**src/rtl/utlb_pkg.sv**
```systemverilog
package utlb_pkg;

    localparam int VPN_W  = 20;
    localparam int ASID_W = 8;
    localparam int PFN_W  = 20;
    localparam int PERM_W = 6;

    typedef struct packed {
        logic              valid;
        logic              glob;
        logic [VPN_W-1:0]  vpn;
        logic [ASID_W-1:0] asid;
        logic [PFN_W-1:0]  pfn;
        logic [PERM_W-1:0] perm;
    } utlb_entry_t;

    function automatic logic entry_matches(input utlb_entry_t e,
                                           input logic [VPN_W-1:0] vpn,
                                           input logic [ASID_W-1:0] asid);
        return e.valid && (e.vpn == vpn) && (e.glob || (e.asid == asid));
    endfunction

    function automatic utlb_entry_t make_entry(input logic [VPN_W-1:0] vpn,
                                               input logic [ASID_W-1:0] asid,
                                               input logic glob,
                                               input logic [PFN_W-1:0] pfn,
                                               input logic [PERM_W-1:0] perm);
        utlb_entry_t e;
        e.valid = 1'b1;
        e.glob  = glob;
        e.vpn   = vpn;
        e.asid  = asid;
        e.pfn   = pfn;
        e.perm  = perm;
        return e;
    endfunction

endpackage

```
**src/rtl/utlb_store.sv**
```systemverilog
module utlb_store
    import utlb_pkg::*;
#(
    parameter int ENTRIES = 8,
    localparam int IDX_W  = $clog2(ENTRIES)
) (
    input  logic                              clk,
    input  logic                              rst,
    input  logic                              flush,
    input  logic                              wr_en,
    input  logic [IDX_W-1:0]                  wr_idx,
    input  utlb_entry_t                       wr_entry,
    output utlb_entry_t [ENTRIES-1:0]         entries_o,
    output logic [ENTRIES-1:0]                valid_o
);

    utlb_entry_t [ENTRIES-1:0] ent_q;

    always_ff @(posedge clk) begin
        if (rst || flush) begin
            ent_q <= '0;
        end else if (wr_en) begin
            ent_q[wr_idx] <= wr_entry;
        end
    end

    for (genvar g = 0; g < ENTRIES; g++) begin : g_valid
        assign valid_o[g] = ent_q[g].valid;
    end

    assign entries_o = ent_q;

endmodule

```
**src/rtl/utlb_match.sv**
```systemverilog
module utlb_match
    import utlb_pkg::*;
#(
    parameter int ENTRIES = 8,
    localparam int IDX_W  = $clog2(ENTRIES)
) (
    input  utlb_entry_t [ENTRIES-1:0] entries_i,
    input  logic [VPN_W-1:0]          vpn_i,
    input  logic [ASID_W-1:0]         asid_i,
    output logic                      hit_o,
    output logic [IDX_W-1:0]          hit_idx_o
);

    logic [ENTRIES-1:0] match_vec;

    for (genvar g = 0; g < ENTRIES; g++) begin : g_cmp
        assign match_vec[g] = entry_matches(entries_i[g], vpn_i, asid_i);
    end

    // lowest index wins if several entries match
    always_comb begin
        hit_idx_o = '0;
        for (int i = ENTRIES - 1; i >= 0; i--) begin
            if (match_vec[i]) begin
                hit_idx_o = IDX_W'(i);
            end
        end
    end

    assign hit_o = |match_vec;

endmodule

```
**src/rtl/utlb_lru.sv**
```systemverilog
module utlb_lru #(
    parameter int ENTRIES = 8,
    localparam int IDX_W  = $clog2(ENTRIES)
) (
    input  logic               clk,
    input  logic               rst,
    input  logic               flush,
    input  logic               touch_en,
    input  logic [IDX_W-1:0]   touch_idx,
    input  logic [ENTRIES-1:0] valid_i,
    output logic [IDX_W-1:0]   victim_o
);

    localparam logic [IDX_W-1:0] OLDEST = IDX_W'(ENTRIES - 1);

    // ages form a permutation of 0..ENTRIES-1; 0 is most recent
    logic [IDX_W-1:0] age_q [ENTRIES];
    logic [IDX_W-1:0] touched_age;
    logic             free_found;

    assign touched_age = age_q[touch_idx];

    always_ff @(posedge clk) begin
        if (rst || flush) begin
            for (int i = 0; i < ENTRIES; i++) begin
                age_q[i] <= IDX_W'(i);
            end
        end else if (touch_en) begin
            for (int i = 0; i < ENTRIES; i++) begin
                if (touch_idx == IDX_W'(i)) begin
                    age_q[i] <= '0;
                end else if (age_q[i] < touched_age) begin
                    age_q[i] <= age_q[i] + 1'b1;
                end
            end
        end
    end

    always_comb begin
        victim_o   = '0;
        free_found = 1'b0;
        for (int i = ENTRIES - 1; i >= 0; i--) begin
            if (!valid_i[i]) begin
                victim_o   = IDX_W'(i);
                free_found = 1'b1;
            end
        end
        if (!free_found) begin
            for (int i = 0; i < ENTRIES; i++) begin
                if (age_q[i] == OLDEST) begin
                    victim_o = IDX_W'(i);
                end
            end
        end
    end

endmodule

```
**src/rtl/utlb_cache.sv**
```systemverilog
module utlb_cache
    import utlb_pkg::*;
#(
    parameter int ENTRIES = 8,
    localparam int IDX_W  = $clog2(ENTRIES)
) (
    input  logic              clk,
    input  logic              rst,
    input  logic              lk_valid,
    input  logic [VPN_W-1:0]  lk_vpn,
    input  logic [ASID_W-1:0] lk_asid,
    output logic              lk_ready,
    output logic              lk_hit,
    output logic [PFN_W-1:0]  lk_pfn,
    output logic [PERM_W-1:0] lk_perm,
    output logic              miss_req,
    output logic [VPN_W-1:0]  miss_vpn,
    output logic [ASID_W-1:0] miss_asid,
    input  logic              fill_valid,
    input  logic              fill_global,
    input  logic [PFN_W-1:0]  fill_pfn,
    input  logic [PERM_W-1:0] fill_perm,
    input  logic              flush
);

    utlb_entry_t [ENTRIES-1:0] entries;
    logic [ENTRIES-1:0]        valid_vec;
    logic                      any_match;
    logic [IDX_W-1:0]          match_idx;
    logic [IDX_W-1:0]          victim_idx;
    logic                      pending_q;
    logic [VPN_W-1:0]          req_vpn_q;
    logic [ASID_W-1:0]         req_asid_q;
    logic                      fill_take;
    logic                      miss_now;
    logic                      touch_en;
    logic [IDX_W-1:0]          touch_idx;
    utlb_entry_t               new_entry;

    assign lk_ready  = !pending_q;
    assign lk_hit    = lk_valid && !pending_q && any_match;
    assign miss_now  = lk_valid && !pending_q && !any_match;
    assign fill_take = fill_valid && pending_q && !flush;

    assign lk_pfn  = lk_hit ? entries[match_idx].pfn  : '0;
    assign lk_perm = lk_hit ? entries[match_idx].perm : '0;

    assign miss_req  = pending_q;
    assign miss_vpn  = req_vpn_q;
    assign miss_asid = req_asid_q;

    assign new_entry = make_entry(req_vpn_q, req_asid_q, fill_global, fill_pfn, fill_perm);
    assign touch_en  = fill_take || (lk_hit && !flush);
    assign touch_idx = fill_take ? victim_idx : match_idx;

    always_ff @(posedge clk) begin
        if (rst || flush) begin
            pending_q <= 1'b0;
        end else if (fill_take) begin
            pending_q <= 1'b0;
        end else if (miss_now) begin
            pending_q <= 1'b1;
        end
    end

    always_ff @(posedge clk) begin
        if (rst) begin
            req_vpn_q  <= '0;
            req_asid_q <= '0;
        end else if (miss_now && !flush) begin
            req_vpn_q  <= lk_vpn;
            req_asid_q <= lk_asid;
        end
    end

    utlb_store #(.ENTRIES(ENTRIES)) u_store (
        .clk      (clk),
        .rst      (rst),
        .flush    (flush),
        .wr_en    (fill_take),
        .wr_idx   (victim_idx),
        .wr_entry (new_entry),
        .entries_o(entries),
        .valid_o  (valid_vec)
    );

    utlb_match #(.ENTRIES(ENTRIES)) u_match (
        .entries_i(entries),
        .vpn_i    (lk_vpn),
        .asid_i   (lk_asid),
        .hit_o    (any_match),
        .hit_idx_o(match_idx)
    );

    utlb_lru #(.ENTRIES(ENTRIES)) u_lru (
        .clk      (clk),
        .rst      (rst),
        .flush    (flush),
        .touch_en (touch_en),
        .touch_idx(touch_idx),
        .valid_i  (valid_vec),
        .victim_o (victim_idx)
    );

endmodule

```
**config.mk**
```make
export PLATFORM = sky130hd
export DESIGN_NAME = utlb_cache
export DESIGN_NICKNAME = d
export VERILOG_FILES = /design/src/rtl/utlb_pkg.sv /design/src/rtl/utlb_store.sv /design/src/rtl/utlb_match.sv /design/src/rtl/utlb_lru.sv /design/src/rtl/utlb_cache.sv
export SDC_FILE = /design/constraint.sdc
export NUM_CORES = 2
export LEC_CHECK = 0
export BUFFER_PORTS_ARGS = -buffer_cell sky130_fd_sc_hd__buf_2
export CAP_MARGIN = 20
export CORE_AREA = 5 5 196 198
export CTS_BUF_LIST = sky130_fd_sc_hd__clkbuf_16
export CTS_CLUSTER_DIAMETER = 120
export DETAILED_ROUTE_END_ITERATION = 12
export DIE_AREA = 0 0 201 203
export PLACE_DENSITY = 0.9
export SLEW_MARGIN = 20
export SYNTH_ARGS = -nofsm -noshare
export SYNTH_HDL_FRONTEND = slang
export SYNTH_SLANG_ARGS = --single-unit
```
**constraint.sdc**
```tcl
create_clock -name clk -period 9.5 [get_ports clk]
set_input_delay 1.9 -clock clk [delete_from_list [all_inputs] [get_ports clk]]
set_output_delay 1.9 -clock clk [all_outputs]
set_load 0.01 [all_outputs]
```
* After elaboration in Yosys (flattened, before gate mapping)
Memory sizes are Yosys's and may differ from the RTL's.
Index checks and enable logic that the tools add are counted.
Widths: inputs -> output; s select.
** Operators by class
- Add/sub/neg operators :: 8
- Magnitude comparators :: 11
- Mux-type cells :: 131
- Equality and inequality tests :: 31
- Bitwise logic cells :: 16
- Reductions and logical operators :: 40
** Operator list (count)
- $bwmux 448 :: 1
- $bmux 56 s3 :: 1
- $demux 56 s3 :: 1
- $eq 20x20->1 :: 8
- $mux 3 :: 42
- $mux 1 :: 82
- $eq 8x8->1 :: 8
- $mux 56 :: 1
- $eq 3x3->1 const B :: 12
- $mux 26 :: 1
- $add 3x1->3 const B :: 8
- $logic_and 1x1->1 :: 24
- $lt 3x3->1 :: 8
- $mux 20 :: 1
- $or 1x1->1 :: 16
- $logic_or 1x1->1 :: 10
- $lt 3x4->1 const B :: 2
- $reduce_or 8->1 :: 1
- $eq 3x2->1 const B :: 2
- $mux 6 :: 1
- $eq 3x1->1 const B :: 1
- $ge 3x1->1 const B :: 1
- $logic_not 1->1 :: 3
- $logic_not 3->1 :: 1
- $reduce_or 2->1 :: 1
** Word-level totals
- Logic and storage cells :: 289
- Register bits :: 477
- Output and inout port bits :: 57
- Memory bits (writable) :: 24
- Bits of input ports :: 60
- Memories :: 1
** Memories
- u_lru.age_q :: depth 8, width 3, read ports 9, clocked after memory_dff 0, wr ports 8, line utlb_lru.sv:17 : logic [IDX_W-1:0] age_q [ENTRIES];

* Longest topological paths before layout
An unclocked memory read counts as a cell.
- Word-level depth :: 26
- Depth in mapped cells :: 18
- Mapped depth without buffers :: 16

* Hierarchy
From an unflattened synthesis, not the netlist that was laid out.
** Second synthesis, totals
- Cell total of the unflattened synthesis :: 2435
- Area, all modules :: 26830.7 um^2
** By module, submodules not included
- utlb_store :: seq. area each 8968.6 um^2, cells each 1638, area each 19266.0 um^2, instances 1
- utlb_match :: seq. area each 0.0 um^2, cells each 353, area each 2756.4 um^2, instances 1
- utlb_cache :: seq. area each 580.6 um^2, cells each 234, area each 2647.5 um^2, instances 1
- utlb_lru :: seq. area each 720.7 um^2, cells each 210, area each 2160.8 um^2, instances 1

* Worst setup path before layout
No wires, ideal clock.
- Kind :: input to output
- From :: in lk_vpn[12]
- To :: out lk_perm[0]
- Data required time :: 7.600 ns
- Buffers on the path :: 5
- Arrival :: 4.854 ns
- Setup slack :: 2.746 ns
- Stages :: 14
- Cell sequence :: buf_2 -> xor2_1 -> nor4_1 -> nand4_1 -> or4_1 -> clkbuf_1 -> o211ai_1 -> clkbuf_1 -> buf_2 -> buf_2 -> mux2i_1 -> a21oi_1 -> a21oi_1 -> nor2_1
** Between the ends
- Longest elaborated chain between the ends :: 14
- Elaborated cells on any way between the ends :: 37
- Classes of those cells :: eq/ne (8); mux (11); reduce/logical (18)
** Ends and longest elaborated chain
- from (decl) :: line utlb_cache.sv:10 : input logic [VPN_W-1:0] lk_vpn,
- $eq 20x20->1 :: line utlb_pkg.sv:20 : return e.valid && (e.vpn == vpn) && (e.glob || (e.asid == asid));
- $logic_and 1x1->1 (2 in a row) :: line utlb_pkg.sv:20
- $mux 3 (8 in a row) :: line utlb_match.sv:24 : if (match_vec[i]) begin
- $bmux 56 s3 :: line utlb_cache.sv:46 : assign lk_perm = lk_hit ? entries[match_idx].perm : '0;
- $mux 26 (implied by the code) :: line utlb_cache.sv:46
- $mux 6 * :: line utlb_cache.sv:46
- to (decl) :: line utlb_cache.sv:15 : output logic [PERM_W-1:0] lk_perm,
Every way passes the cells marked *; elsewhere a longest branch is shown, timed or not. The select of a mux whose other input is x is not followed.

* Worst setup path after layout
- From :: in lk_asid[5]
- To :: out lk_pfn[2]
** Between the ends
- Longest elaborated chain between the ends :: 14
- Elaborated cells on any way between the ends :: 37
- Classes of those cells :: eq/ne (8); mux (11); reduce/logical (18)
** Ends and longest elaborated chain
- from (decl) :: line utlb_cache.sv:11 : input logic [ASID_W-1:0] lk_asid,
- $eq 8x8->1 :: line utlb_pkg.sv:20
- $logic_or 1x1->1 :: line utlb_pkg.sv:20
- $logic_and 1x1->1 :: line utlb_pkg.sv:20
- $mux 3 (8 in a row) :: line utlb_match.sv:24
- $bmux 56 s3 :: line utlb_cache.sv:45 : assign lk_pfn = lk_hit ? entries[match_idx].pfn : '0;
- $mux 26
- $mux 20 * :: line utlb_cache.sv:45
- to (decl) :: line utlb_cache.sv:14 : output logic [PFN_W-1:0] lk_pfn,
Marks and branches as above.

==> impl_results.md <==
* Iteration-0 DRC Markers at 2,936
* Total Nets Final at 3,080
* Synth area leaders: dfxtp_1 (40%), nand2_1 (14%), a21oi_1 (11%)
* Placer congestion estimate at 1.00
* Detailed Route WL at 78,900 um
* Die Y at 203 um
* Initial antenna violation count at 1
* Yosys cell types at 77
* Ys async rst share at 0%
* Max Buffers Root-to-Sink at 3
* Synth Register Bits at 501
* Most common flop cell mapped by yosys: dfxtp_1
* CP required at 7.60 ns
* Crit end category: output pin
* Final Worst Setup Slack at 1.60 ns
* Dpl cells at 3,410
* Num CTS Buffers at 51
* CTS root buf: clkbuf_16
* # port buffers at 116
* Post-synth design cell area at 24,100 um^2
* Clock skew at 0.0328 ns
* YS warnings at 0
* HP Class: reg -> reg
* Least-Margin Pin Slew at 1.12 ns
* Startpoint types: input port
* Final hold vios at 0
* RSZ-0062 raised after global routing: no
* Mean Syn Cell Area at 7.87 um^2
* Tcrit/Tclk final at 83.2%
* Final Setup Violations at 0
* Residual DRC at 0
* Post-synth top area share at 39.6%
* Die Wd at 201 um
* Worst VDD drop at 0.167 mV
* Vias post-DR at 22,425
* CP most frequent cell: a21oi_1
* Placed inst area at 24,400 um^2
* Core Box Area at 36,300 um^2
* Gate family responsible for the most delay along the worst path: simple AND/OR/NAND/NOR gates
* # rows at 70
* Hold-fix buffers, CTS at 0
* Post-CTS Resized at 0
* Setup WS pre-CTS at 1.58 ns
* Die Area at 40,800 um^2
* Vias in the first global route at 21,957
* Slowest-stage cell, CP: nor4_1
* Effective utilization at floorplan at 66.4%
* Worst skew pair latency at 0.62 ns
* CP bufs+invs at 3
* Design Area, Final at 26,200 um^2
* Commonest cells post-synth: nand2_1 (929), a21oi_1 (511), dfxtp_1 (477), clkbuf_1 (193), xor2_1 (182)
* Fmax at 0.127 GHz
* Cells after synthesis at 3,066
* DR pass1 iterations at 6
* Rel. slew slack at 25.1%
* Kind of critical path: in -> out
* Largest fanout on the critical path at 79
* Worst EP arrival at 6.00 ns
* Largest area contributor in the netlist: dfxtp_1
* Clk pin slew, worst setup/hold paths at 0.06 ns
* CTS tree: built
* DR WL/cell at 22.5 um
* Sequential fraction of the synthesis area at 42.6%
* Most frequent cell after synthesis: nand2_1
* Critical Path Max Stage Delay at 0.74 ns
* Pwr/cell area at 171 nW/um^2
* Layout area overhead at 8.48%
* Gr usage total at 37.2%
* DR vias/cell at 6.39
* Worst path cell trace: buf_2 > xor2_1 > nor4_1 > a21oi_1 > or4_1 > o211ai_1 > buf_12 > mux2_2 > nor2_1 > a21oi_1 > a21oi_1 > nor2_1 > buf_2
* Antenna-violating nets left at 0
* Status: finished clean
* Pin count of the biggest net entering global routing at 174
* Post-CTS Setup Repair Bufs at 0
* Max-cap check violation count at 0
* HPWL after DPL at 48,600 um
* Post-route setup TNS at 0 ns
* Minimum clock period at 7.90 ns
* Gr ovfl total at 0
* # clock sinks at 501
* Count of final max-slew check failures at 0
* I/O pin count at 117
* H-tree levels at 2
* First-pass GRT wire length at 122,000 um
* Synth Net Count at 3,150
* Leak pwr at 9.30 nW
* Finished Layout Cells at 3,508
* Post-synth EDFFs at 24
* Layout cell share with drive strength beyond 1 at 10.8%
## per-layer routing
layer,wire length (um),vias up,GRT usage (%)
met5,13,-,0
met4,4340,2,19.3
met3,8710,330,7.84
met2,35600,1372,58.7
met1,30300,10596,48.5
li1,-,10125,-
## through the flow
step | power [W] | hold WS [ns] | utilization [%]
after floorplan | 0.00236 | 0.431 | -
after global placement | 0.00242 | 0.437 | 67.2
after detailed placement | 0.00243 | 0.444 | 67.2
after CTS | 0.00447 | 0.452 | 71.9
after global routing | 0.00459 | 0.470 | 72.0
final | 0.00448 | 0.452 | 72.0
## sequential cells by signal, summed over array words and instances (netlist names)
name               count
miss_asid              8
miss_req               1
miss_vpn              20
u_lru.age_q           24
u_store.entries_o    448
## path summary, 6_finish.rpt
check	from	endpoint	slack [ns]	cells after the start
max	lk_asid[5]	lk_pfn[2]	1.60	13
min	u_store.entries_o[396]	u_store.entries_o[396]	0.45	2
max reg2reg	u_store.entries_o[27]	u_lru.age_q[0][1]	4.20	14
min reg2reg	u_store.entries_o[396]	u_store.entries_o[396]	0.45	2
## kinds of logic (layout without fill, tap and decap cells)
family,after synthesis,count (layout),share of synthesized area [%]
flops,501,501,42.6
other cells,0,2,0
xor+xnor,224,224,8.19
fa+ha+maj,30,30,1.52
simple gates,1277,1277,22.2
mux,141,141,6.13
buf+inv,274,246,5.22
compound gates,619,619,14.2
## placed cells by master, fill, tap and decap left out, types with 4 or more instances in the layout
master,n
buf_2,116
mux2i_1,86
nand2_4,5
and2_1,6
clkinv_2,9
maj3_2,5
nor3b_1,8
nor2_1,147
clkinv_1,10
xnor2_1,40
nand3_1,13
buf_4,21
nand4b_1,8
o21ai_0,16
nor4_1,68
nand4_1,27
edfxtp_1,24
nor2_4,7
a21o_1,5
xor2_1,182
nor3_1,20
a21oi_1,511
bufinv_16,6
nor2b_1,4
nor4_2,7
or4_1,12
clkbuf_16,53
clkinvlp_4,4
a211oi_1,32
inv_1,17
dfxtp_1,477
o211ai_1,4
o21bai_1,6
ha_1,24
mux2_2,55
nand2_1,923
## power breakdown
part	internal, W	switching (W)
sequential	0.00213	0.0000271
combinational	0.0000664	0.000172
clock	0.00118	0.000901
total	0.00338	0.00110
## worst reg2reg max path: stages (launching register included)
cell and delay (ns):
dfxtp_1 0.33, xor2_1 0.16, nor4_1 0.73, a21oi_1 0.36, or4_1 0.58, nand4_1 0.29, nor3_1 0.12, nor2_2 0.45
a211oi_1 0.15, a211oi_1 0.31, a21oi_1 0.26, ha_1 0.30, nor4_1 0.43, inv_1 0.10, o21ai_0 0.37
## area by class of cell
class,instances,area (um^2)
diodes,2,5.00
clock buffers,53,1330
clock inverters,42,402
fillers,2683,10200
inverters,9,33.8
multi-input cells,2291,12700
flip-flops and latches,501,10300
well taps,468,586
repair buffers,142,825
(Power assumes the default switching activity.)
